[config.mk]
export PLATFORM = sky130hd
export DESIGN_NAME = wake_event_detector
export DESIGN_NICKNAME = d
export VERILOG_FILES = /design/src/rtl/wol_pkg.sv /design/src/rtl/wol_dest_match.sv /design/src/rtl/wol_magic_scan.sv /design/src/rtl/wol_pulse_timer.sv /design/src/rtl/wake_event_detector.sv
export SDC_FILE = /design/constraint.sdc
export NUM_CORES = 1
export LEC_CHECK = 0
export ABC_CLOCK_PERIOD_IN_PS = 7100
export BUFFER_PORTS_ARGS = -buffer_cell sky130_fd_sc_hd__buf_2
export CAP_MARGIN = 20
export CORE_MARGIN = 2
export CORE_UTILIZATION = 40
export CTS_CLUSTER_DIAMETER = 120
export DETAILED_ROUTE_END_ITERATION = 8
export HOLD_SLACK_MARGIN = 0.12
export SYNTH_ARGS = -nofsm -noshare
export SYNTH_HDL_FRONTEND = slang
export SYNTH_SLANG_ARGS = --single-unit
[constraint.sdc]
create_clock -name clk_rx -period 7.1 [get_ports clk_rx]
set_input_delay 0.355 -clock clk_rx [delete_from_list [all_inputs] [get_ports clk_rx]]
set_output_delay 0.355 -clock clk_rx [all_outputs]
set_load 0.02 [all_outputs]
[src/rtl/wol_pkg.sv]
package wol_pkg;

  localparam int MAC_BYTES = 6;
  localparam logic [7:0] SYNC_BYTE = 8'hFF;

  // wake_en bit positions
  localparam int EN_MAGIC = 0;
  localparam int EN_ARP   = 1;
  localparam int EN_ADDR  = 2;
  localparam int EN_HASH  = 3;

  typedef enum logic {SCAN_SYNC, SCAN_ADDR} scan_state_e;

  // Byte idx of a MAC address in wire order (idx 0 = bits [47:40])
  function automatic logic [7:0] mac_byte(input logic [47:0] mac, input logic [2:0] idx);
    logic [47:0] shifted;
    shifted = mac >> (8 * (MAC_BYTES - 1 - int'(idx)));
    return shifted[7:0];
  endfunction

  // Down-counter step of the pulse timer
  function automatic logic [15:0] pulse_step(input logic [15:0] cur, input logic load,
                                             input logic [15:0] len);
    if (load) return len;
    if (cur != 16'd0) return cur - 16'd1;
    return 16'd0;
  endfunction

endpackage

[src/rtl/wol_dest_match.sv]
module wol_dest_match
  import wol_pkg::*;
(
  input  logic        clk,
  input  logic        rst_n,
  input  logic        byte_vld,
  input  logic        byte_sof,
  input  logic [7:0]  byte_dat,
  input  logic        frame_end,
  input  logic [47:0] station,
  output logic        frame_open,
  output logic        dest_hit
);

  localparam logic [2:0] LAST_POS = 3'(MAC_BYTES);

  logic [2:0] pos_q;
  logic       same_q;
  logic       open_q;
  logic       byte_ok;

  assign byte_ok = (byte_dat == mac_byte(station, byte_sof ? 3'd0 : pos_q));

  always_ff @(posedge clk or negedge rst_n) begin
    if (!rst_n) begin
      pos_q  <= '0;
      same_q <= 1'b0;
      open_q <= 1'b0;
    end else if (frame_end) begin
      open_q <= 1'b0;
    end else if (byte_vld && byte_sof) begin
      open_q <= 1'b1;
      pos_q  <= 3'd1;
      same_q <= byte_ok;
    end else if (byte_vld && open_q && pos_q < LAST_POS) begin
      pos_q  <= pos_q + 3'd1;
      same_q <= same_q & byte_ok;
    end
  end

  assign frame_open = open_q;
  assign dest_hit   = same_q && (pos_q == LAST_POS);

  AST_CLOSED_AFTER_END: assert property (@(posedge clk) disable iff (!rst_n)
    frame_end |=> !frame_open);

  AST_DEST_NEEDS_SIX: assert property (@(posedge clk) disable iff (!rst_n)
    (byte_vld && byte_sof) |=> !dest_hit);

endmodule

[src/rtl/wol_magic_scan.sv]
module wol_magic_scan
  import wol_pkg::*;
#(
  parameter int unsigned SYNC_LEN = 6,
  parameter int unsigned REPEATS  = 16
) (
  input  logic        clk,
  input  logic        rst_n,
  input  logic        byte_vld,
  input  logic        byte_sof,
  input  logic [7:0]  byte_dat,
  input  logic [47:0] station,
  output logic        magic_seen
);

  localparam int unsigned FF_W  = $clog2(SYNC_LEN + 1);
  localparam int unsigned REP_W = (REPEATS > 1) ? $clog2(REPEATS) : 1;
  localparam logic [FF_W-1:0]  FF_FULL  = FF_W'(SYNC_LEN);
  localparam logic [REP_W-1:0] REP_LAST = REP_W'(REPEATS - 1);
  localparam logic [2:0]       IDX_LAST = 3'(MAC_BYTES - 1);

  scan_state_e      st_q, st_c, st_n;
  logic [FF_W-1:0]  ff_q, ff_c, ff_n;
  logic [REP_W-1:0] rep_q, rep_c, rep_n;
  logic [2:0]       idx_q, idx_c, idx_n;
  logic             seen_q, seen_c, seen_n;
  logic             is_sync_byte;
  logic             addr_byte_ok;

  // A start-of-frame byte is scanned from a fresh state
  always_comb begin
    st_c   = byte_sof ? SCAN_SYNC : st_q;
    ff_c   = byte_sof ? '0 : ff_q;
    rep_c  = byte_sof ? '0 : rep_q;
    idx_c  = byte_sof ? 3'd0 : idx_q;
    seen_c = byte_sof ? 1'b0 : seen_q;
  end

  assign is_sync_byte = (byte_dat == SYNC_BYTE);
  assign addr_byte_ok = (byte_dat == mac_byte(station, (st_c == SCAN_ADDR) ? idx_c : 3'd0));

  always_comb begin
    st_n   = st_c;
    ff_n   = ff_c;
    rep_n  = rep_c;
    idx_n  = idx_c;
    seen_n = seen_c;
    unique case (st_c)
      SCAN_SYNC: begin
        if (is_sync_byte) begin
          ff_n = (ff_c == FF_FULL) ? FF_FULL : ff_c + 1'b1;
        end else if (ff_c == FF_FULL && addr_byte_ok) begin
          st_n  = SCAN_ADDR;
          idx_n = 3'd1;
          rep_n = '0;
          ff_n  = '0;
        end else begin
          ff_n = '0;
        end
      end
      SCAN_ADDR: begin
        if (addr_byte_ok) begin
          if (idx_c == IDX_LAST) begin
            idx_n = 3'd0;
            if (rep_c == REP_LAST) begin
              seen_n = 1'b1;
              st_n   = SCAN_SYNC;
              rep_n  = '0;
            end else begin
              rep_n = rep_c + 1'b1;
            end
          end else begin
            idx_n = idx_c + 3'd1;
          end
        end else begin
          st_n  = SCAN_SYNC;
          idx_n = 3'd0;
          rep_n = '0;
          ff_n  = is_sync_byte ? FF_W'(1) : '0;
        end
      end
      default: st_n = SCAN_SYNC;
    endcase
  end

  always_ff @(posedge clk or negedge rst_n) begin
    if (!rst_n) begin
      st_q   <= SCAN_SYNC;
      ff_q   <= '0;
      rep_q  <= '0;
      idx_q  <= '0;
      seen_q <= 1'b0;
    end else if (byte_vld) begin
      st_q   <= st_n;
      ff_q   <= ff_n;
      rep_q  <= rep_n;
      idx_q  <= idx_n;
      seen_q <= seen_n;
    end
  end

  assign magic_seen = seen_q;

  AST_SEEN_STICKY: assert property (@(posedge clk) disable iff (!rst_n)
    (magic_seen && !(byte_vld && byte_sof)) |=> magic_seen);

  AST_SOF_CLEARS_SEEN: assert property (@(posedge clk) disable iff (!rst_n)
    (byte_vld && byte_sof) |=> !magic_seen);

  AST_IDLE_HOLDS: assert property (@(posedge clk) disable iff (!rst_n)
    !byte_vld |=> $stable(magic_seen));

endmodule

[src/rtl/wol_pulse_timer.sv]
module wol_pulse_timer
  import wol_pkg::*;
#(
  parameter int unsigned PULSE_LEN = 64
) (
  input  logic clk,
  input  logic rst_n,
  input  logic fire,
  output logic pulse
);

  localparam int unsigned CNT_W = $clog2(PULSE_LEN + 1);
  localparam logic [15:0] LOAD16 = 16'(PULSE_LEN);

  logic [CNT_W-1:0] remain_q;
  logic [15:0]      step_w;

  assign step_w = pulse_step(16'(remain_q), fire, LOAD16);

  always_ff @(posedge clk or negedge rst_n) begin
    if (!rst_n) remain_q <= '0;
    else        remain_q <= step_w[CNT_W-1:0];
  end

  assign pulse = (remain_q != '0);

  AST_RELOAD_ON_FIRE: assert property (@(posedge clk) disable iff (!rst_n)
    fire |=> (remain_q == CNT_W'(PULSE_LEN)));

  AST_COUNT_DOWN: assert property (@(posedge clk) disable iff (!rst_n)
    (!fire && pulse) |=> (remain_q == $past(remain_q) - 1'b1));

endmodule

[src/rtl/wake_event_detector.sv]
module wake_event_detector
  import wol_pkg::*;
#(
  parameter int unsigned SYNC_LEN  = 6,
  parameter int unsigned REPEATS   = 16,
  parameter int unsigned PULSE_LEN = 64
) (
  input  logic        clk_rx,
  input  logic        rst_n,
  input  logic        rx_valid,
  input  logic [7:0]  rx_data,
  input  logic        rx_sof,
  input  logic        rx_eof,
  input  logic        rx_err,
  input  logic        arp_req_hit,
  input  logic        addr_filt_hit,
  input  logic        hash_filt_hit,
  input  logic [3:0]  wake_en,
  input  logic        rx_enable,
  input  logic [47:0] station_addr,
  output logic        wake_pulse
);

  logic frame_open;
  logic dest_hit;
  logic magic_seen;
  logic clean_end;
  logic magic_evt;
  logic strobe_evt;
  logic any_evt;

  wol_dest_match u_dest (
    .clk        (clk_rx),
    .rst_n      (rst_n),
    .byte_vld   (rx_valid),
    .byte_sof   (rx_sof),
    .byte_dat   (rx_data),
    .frame_end  (rx_eof),
    .station    (station_addr),
    .frame_open (frame_open),
    .dest_hit   (dest_hit)
  );

  wol_magic_scan #(
    .SYNC_LEN (SYNC_LEN),
    .REPEATS  (REPEATS)
  ) u_scan (
    .clk        (clk_rx),
    .rst_n      (rst_n),
    .byte_vld   (rx_valid),
    .byte_sof   (rx_sof),
    .byte_dat   (rx_data),
    .station    (station_addr),
    .magic_seen (magic_seen)
  );

  // Magic packet is judged on the end cycle; strobes act at once
  assign clean_end  = rx_eof && !rx_err && frame_open;
  assign magic_evt  = rx_enable && wake_en[EN_MAGIC] && clean_end && dest_hit && magic_seen;
  assign strobe_evt = rx_enable && ((arp_req_hit   && wake_en[EN_ARP])  ||
                                    (addr_filt_hit && wake_en[EN_ADDR]) ||
                                    (hash_filt_hit && wake_en[EN_HASH]));
  assign any_evt    = magic_evt || strobe_evt;

  wol_pulse_timer #(
    .PULSE_LEN (PULSE_LEN)
  ) u_timer (
    .clk   (clk_rx),
    .rst_n (rst_n),
    .fire  (any_evt),
    .pulse (wake_pulse)
  );

  // Pulse-width observer used only by the assertions
  localparam int unsigned RUN_W = $clog2(PULSE_LEN + 1) + 1;
  logic [RUN_W-1:0] run_len;
  always_ff @(posedge clk_rx or negedge rst_n) begin
    if (!rst_n)          run_len <= '0;
    else if (any_evt)    run_len <= '0;
    else if (wake_pulse) run_len <= run_len + 1'b1;
  end

  AST_EVENT_WAKES: assert property (@(posedge clk_rx) disable iff (!rst_n)
    any_evt |=> wake_pulse);

  AST_PULSE_WIDTH: assert property (@(posedge clk_rx) disable iff (!rst_n)
    $fell(wake_pulse) |-> (run_len == RUN_W'(PULSE_LEN)));

  AST_RX_OFF_QUIET: assert property (@(posedge clk_rx) disable iff (!rst_n)
    (!rx_enable && !wake_pulse) |=> !wake_pulse);

  AST_ALL_MASKED_QUIET: assert property (@(posedge clk_rx) disable iff (!rst_n)
    ((wake_en == 4'b0000) && !wake_pulse) |=> !wake_pulse);

  AST_NO_MAGIC_MIDFRAME: assert property (@(posedge clk_rx) disable iff (!rst_n)
    (!rx_eof && !strobe_evt && !wake_pulse) |=> !wake_pulse);

endmodule

==> results of run 1 <==
==> worst max path at each step <==
stage	start	endpoint	slack [ns]	depth (start not counted)
floorplan	rx_sof	u_scan.rep_q[0]	2.93	15
global placement	rx_sof	u_scan.rep_q[0]	2.61	13
detailed placement	rx_sof	u_scan.rep_q[0]	2.50	13
CTS	rx_sof	u_scan.rep_q[0]	2.80	13
global route	rx_sof	u_scan.rep_q[0]	2.46	13
finish	rx_sof	u_scan.rep_q[0]	2.78	13
==> synthesized netlist by cell type (2+ instances only) <==
master     instances
a211oi_1           5
a21oi_1           25
a22oi_1            4
a2bb2oi_1          3
a31oi_1            5
a32o_1             3
and2_1             5
buf_6              3
clkbuf_1          13
dfrtp_1           24
ha_1               8
inv_1             19
mux2_2             6
mux2i_1           11
mux4_2            15
nand2_1           16
nand3_1            4
nand3b_1           3
nand4_1            7
nand4b_1           2
nor2_1            34
nor2b_1            6
nor3_1             8
nor3b_1            2
nor4_1             2
nor4bb_1           2
o211ai_1           2
o21ai_0           13
o22ai_1            4
o311a_1            2
o32ai_1            6
or3_1              3
xnor2_1            9
xor2_1             4
==> cell usage in the layout, fill, tap and decap left out, types with 3 or more instances in the layout <==
cell,Yosys,routed
and2_1,5,5
a32o_1,3,3
nand4_1,7,7
a31oi_1,5,5
a2bb2oi_1,3,3
nand3_1,4,4
nor2b_1,6,6
buf_2,1,70
a22oi_1,4,4
mux2i_1,11,11
nor3_1,8,8
o21ai_0,13,13
a211oi_1,5,5
mux2_2,6,6
xnor2_1,9,9
o32ai_1,6,6
inv_1,19,19
mux4_2,15,15
clkbuf_8,0,4
dfrtp_1,24,24
nand3b_1,3,3
a21oi_1,25,25
nand2_1,16,16
nor2_1,34,34
or3_1,3,3
xor2_1,4,4
o22ai_1,4,4
ha_1,8,8
==> kinds of logic after synthesis <==
family / synth area share, %
AND/OR/NAND/NOR: 20.07
AO/OA/AOI/OAI: 21.95
buffers and inverters: 6.576
multiplexers: 19.92
flip-flops: 23.21
XOR/XNOR: 4.400
adder cells (fa/ha/maj): 3.869
==> final cells by class <==
type	count	area share (%)
inverter	20	2.468
tap	77	3.167
timing repair buffer	73	12.55
multi-input combinational	238	59.73
clock buffer	3	1.357
clock inverter	1	0.9872
sequential	24	19.74
==> per-layer routing <==
layer	up-vias	routed length (um)	GRT usage [%]
met4	0	44	3.463
met5	-	0	0
met1	1229	3380	29.42
li1	1249	-	-
met3	4	355	1.770
met2	77	3019	30.52
==> sequential cells by signal (all words and copies together), names as in the netlist <==
signal             flops
u_dest.frame_open      1
u_dest.pos_q           3
u_dest.same_q          1
u_scan.ff_q            3
u_scan.idx_q           3
u_scan.magic_seen      1
u_scan.rep_q           4
u_scan.st_q            1
u_timer.remain_q       7
==> power by group through the flow <==
stage	Combinational, uW	Clock, uW	Sequential, uW
floorplan	159	0	172
global placement	207	0	182
detailed placement	209	0	183
CTS	211	126	180
global route	237	132	184
finish	213	124	180
==> per-stage QoR <==
step	std cells	hold WS [ns]	setup WS, ns
detailed placement	430	0.3847	2.503
floorplan	300	0.05941	2.935
global route	436	0.2596	2.465
global placement	430	0.3860	2.607
finish	436	0.2586	2.783
CTS	435	0.2578	2.802
==> repair_timing <==
action / in CTS / in global routing
buffers inserted: 0 / 0
hold endpoints to repair: 24 / 0
hold buffers: 1 / 0
==> summary.txt, run 1 <==
Cells and area
  – Layout cell share with drive strength beyond 1: about 28%
  – Fillers: 644
  – Net total in the final layout: 438
  – Number of antenna diodes: 0
  – Area Growth Syn to Fin: 17.55%
  – FF+latch area: 600.6 um2
  – Finished Cell Area: 3042 um2
  – Multi-input logic area: 1817 um2
  – Utilization after layout: 48.18%

Timing
  – Period minus WS final: 4.317 ns
  – Slew @ Worst Pin: 0.7914 ns
  – Relative slew slack: 47.24%
  – Peak Freq: 0.2317 GHz
  – Total negative slack: 0 ns
  – Hold Violations, Final: 0
  – Layout Skew: ~0.0024 ns
  – Max-slew violations: 0
  – Period utilization: 60.80%
  – Unrepaired setup endpoints after global routing: no
  – Endpoints failing setup: 0

Floorplan
  – Die ar.: around 7000 um2
  – Initial Util: about two fifths
  – Cell Rows: 29
  – Core area: between 6000 and 7000 um2
  – Die W: between 80 and 90 um
  – Chip height: 84.43 um
  – I/O pin cnt: approximately 70

Logic synthesis
  – Fraction of registers with async set/reset: between 90% and 100%
  – Gate Count Post-Synth: 300
  – Synth Net Count: 378
  – Most used flip-flop cell after synthesis: dfrtp_1
  – Post-synth EDFFs: 0
  – Yosys reg bits: 24
  – Register area share after synthesis: approximately 23%
  – Yosys top cell area share: 23.21%
  – Post-Syn Area: around 2600 um2
  – Synth area leader: dfrtp_1
  – Unique masters post-synth: 56
  – Synth warn: 0
  – Post-synthesis average cell area: 8.625 um2
  – Synth top area cells: dfrtp_1 (23%), mux4_2 (13%), nor2_1 (4.9%)

CTS
  – Gates resized, CTS repair: 0
  – Max clock buf depth: 2
  – Clk_lat worst skew: 0.27 ns
  – Clk pin slew, worst setup/hold paths: 0.09 ns
  – Root buffer cell: clkbuf_8
  – Clk sinks: 24
  – CTS tree: yes
  – TritonCTS buffer count: 3
  – H-tree depth: 1

Job
  – Max_cap viols: 0

Setup path
  – Crit. End Element: flip-flop
  – Arrival time worst endpoint: 4.48 ns
  – CP Data Required Time: 7.27 ns
  – Setup crit start kind: primary input
  – Reg2Reg Depth: 12
  – CP Max Fanout: 27
  – CP max stage delay: 0.60 ns
  – Setup CP Type: in2reg
  – Critical path buffers and inverters: 2
  – Crit-path slowest cell: ha_1
  – Worst r2r dst: u_scan.rep_q[0]
  – CP cell instances: buf_2 > nand3b_1 > inv_1 > ha_1 > nand4b_1 > nor2_1 > a21oi_1 > or4b_1 > o32ai_1 > o22ai_1 > o311a_1 > a311o_1 > mux2_2
  – Cell family with most CP delay: simple AND/OR/NAND/NOR gates
  – Reg2reg setup slack: 2.84 ns
  – Reg-to-Reg Start: u_scan.st_q

GRT
  – Largest net degree at the start of global routing: 28
  – All-Layer GR Usage: between 15 and 20%
  – Vias in the first global route: 2344
  – Grt total ovfl: 0
  – First-pass GRT wire length: 11470 um
  – Initial antenna violation count: 0

Route
  – Antenna Nets Post-Route: 0
  – Number of detailed-route iterations in the first pass: 4
  – Drt drc: 0
  – DR vias: roughly 2600
  – Vias per cell: 5.869
  – Drt wl/cell: 15.60 um
  – Drt total wl: a little under 7000 um
  – Iteration-0 DRC Markers: between 150 and 200

Power and ir drop
  – P_int: 336.5 uW
  – Leak: 0.001273 uW
  – Cell Pwr Density: between 150 and 200 nW/um2
  – Clock power frac: about a quarter
  – Reg power frac: roughly a third
  – Combinational share of power: 41.2%
  – Design Power: around 520 uW
  – VDD IR max: around 0.13 mV
  – Total net switching power: 181.5 uW
  – Sw frac: 35.04%

Placement
  – Cell area after placement: 2947 um2
  – Post-detail-place hpwl: 5378 um
  – Placer congestion estimate: 0.8748
  – Count of input and output buffers: 70

Hold path
  – Cells on Worst Hold Path: 2
  – Hold Crit Endpoint: u_dest.frame_open
  – Hold Startpoint: rx_eof
  – HP Class: in2reg

Status
  – Outcome: finished, final reports clean
No activity file was read; power rests on OpenSTA's default activity.
==> run 2, diff against run 1 <==
- ABC_CLOCK_PERIOD_IN_PS: 7100 -> 4450
- clock period: 7.1 -> 4.45 ns (I/O delays scaled with it)
==> run 2 against run 1 <==
Critical path depth is the same; sequential share of layout area down 0.15 points; worst setup slack got worse by 2.2 ns; design area grew 0.78%; combinational power increased by 60%; highest routed layer unchanged; hold slack got worse by 0.13 ns; non-clock buffer count is 4 higher; core utilization up 0.38 points.
==> summary.txt, run 2 (synthesized netlist as in run 1, its figures left out) <==
GRT
  – Vias in the first global route: 2400
  – First-pass GRT wire length: between 10000 and 15000 um
  – Grt total ovfl: 0
  – Initial antenna violation count: 0
  – Largest net degree at the start of global routing: 25
  – All-Layer GR Usage: 19.22%

Timing
  – Period minus WS final: between 3 and 4 ns
  – Peak Freq: 0.2609 GHz
  – Period utilization: 86.12%
  – Unrepaired setup endpoints after global routing: no
  – Total negative slack: 0 ns
  – Max-slew violations: 0
  – Slew @ Worst Pin: 0.6884 ns
  – Endpoints failing setup: 0
  – Hold Violations, Final: 0
  – Relative slew slack: 53.75%
  – Layout Skew: approximately 0.0026 ns

CTS
  – Clk sinks: 24
  – Clk pin slew, worst setup/hold paths: approximately 0.090 ns
  – Root buffer cell: clkbuf_8
  – Clk_lat worst skew: around 0.26 ns
  – TritonCTS buffer count: 3
  – CTS tree: yes
  – Max clock buf depth: 2
  – Setup bufs post-CTS: 0
  – H-tree depth: 1

Setup path
  – CP cell instances: clkinv_1 > nor3_1 > ha_1 > buf_4 > nand4b_1 > nor2_1 > a21oi_1 > or4b_1 > o32ai_1 > o22ai_1 > o311a_1 > a311o_1 > mux2_2
  – Crit. End Element: flip-flop
  – Critical path buffers and inverters: 2
  – Cell family with most CP delay: simple AND/OR/NAND/NOR gates
  – Arrival time worst endpoint: between 3 and 4 ns
  – Setup crit start kind: flip-flop
  – CP Max Fanout: 12
  – CP max stage delay: 0.51 ns
  – Setup CP Type: reg2reg
  – CP Data Required Time: 4.61 ns
  – Crit-path slowest cell: or4b_1

Floorplan
  – Core area: 6314 um2
  – Cell Rows: 29
  – I/O pin cnt: 71
  – Die ar.: just over 7000 um2
  – Die W: between 80 and 90 um
  – Chip height: between 80 and 90 um
  – Initial Util: 40.98%

Placement
  – Count of input and output buffers: 70
  – Cell area after placement: around 3000 um2
  – Placer congestion estimate: 0.8853
  – Dpl cells: 435
  – Post-detail-place hpwl: 5460 um

Route
  – Drt wl/cell: approximately 16 um
  – Iteration-0 DRC Markers: 151
  – Vias per cell: 5.827
  – Drt total wl: 6849 um
  – Number of detailed-route iterations in the first pass: 4
  – Antenna Nets Post-Route: 0
  – DR vias: 2564
  – Drt drc: 0

Power and ir drop
  – Leak: approximately 0.0013 uW
  – Cell Pwr Density: 267.3 nW/um2
  – VDD IR max: 0.1954 mV
  – Design Power: ~820 uW

Cells and area
  – Net total in the final layout: about 440
  – Utilization after layout: around half
  – Commonest cells after routing, fill and taps aside: buf_2 (70), nor2_1 (34), a21oi_1 (25)
  – Max reg flops: 7
  – Finished Cell Area: ~3100 um2
  – Reg with most FFs: u_timer.remain_q
  – Fin cells: 440
  – Biggest regs: u_timer.remain_q x7, u_scan.rep_q x4
  – Number of antenna diodes: 0
  – Commonest non-fill, non-tap cell in the layout: buf_2
  – Layout cell share with drive strength beyond 1: 28.93%
  – Area Growth Syn to Fin: 18.47%

Status
  – Outcome: finished, final reports clean

Hold path
  – HP Class: in2reg

Job
  – Max_cap viols: 0
## run 2: layout make-up
| class | instances | area (um2) |
|---|---|---|
| Multi-Input combinational cell | 238 | 1817 |
| Timing Repair Buffer | 77 | 405.4 |
| Sequential cell | 24 | 600.6 |
| Tap cell | 77 | 96.34 |
| Clock inverter | 1 | 30.03 |
| Inverter | 20 | 75.07 |
| Clock buffer | 3 | 41.29 |
| Fill cell | 628 | 3248 |
## run 2: worst register-to-register path: cells and delay by family, from the launching register on
kind            cells  cell delay [ns]
fa+ha+maj           1             0.16
simple gates        4             1.26
flops               1             0.44
mux                 1             0.28
compound gates      5             1.16
buf+inv             2             0.44
## run 2: report_power, final
part	leakage [uW]	internal, uW	switching, uW
sequential	0.000318	250	37.3
combinational	0.000938	166	175
clock	0.0000357	120	71.2
total	0.00129	536	283
## run 2: final timing paths
check | from | endpoint | slack (ns) | cells after the start
setup / recovery | u_scan.st_q | u_scan.rep_q[0] | 0.62 | 13
hold / removal | rx_eof | u_dest.frame_open | 0.13 | 2
setup reg to reg | u_scan.st_q | u_scan.rep_q[0] | 0.62 | 13
hold reg to reg | u_timer.remain_q[0] | u_timer.remain_q[0] | 0.45 | 1
max in group asynchronous | rst_n | u_scan.ff_q[0] | 3.60 | 2
min in group asynchronous | rst_n | u_dest.pos_q[2] | 0.48 | 2
## run 2: per-stage QoR
stage / worst slack [ns] / hold slack, ns
after CTS: 0.6247 / 0.1292
after detailed placement: 0.6400 / 0.2521
final: 0.6176 / 0.1335
after global routing: 0.2454 / 0.1228
after global placement: 0.7228 / 0.2456
after floorplan: 0.4172 / -0.07309
## run 2: repair_timing
action / 4_1_cts / 5_1_grt
gates resized for setup: 0 / 0
hold buffers: 1 / 0
hold endpoints to repair: 24 / 0
## run 2: per-layer routing
layer / track usage [%] / vias to the layer above / wire length, um
met5: 0 / - / 0
met4: 1.732 / 0 / 28
met3: 2.262 / 2 / 338
met2: 30.16 / 74 / 3089
met1: 29.67 / 1225 / 3392
li1: - / 1263 / -
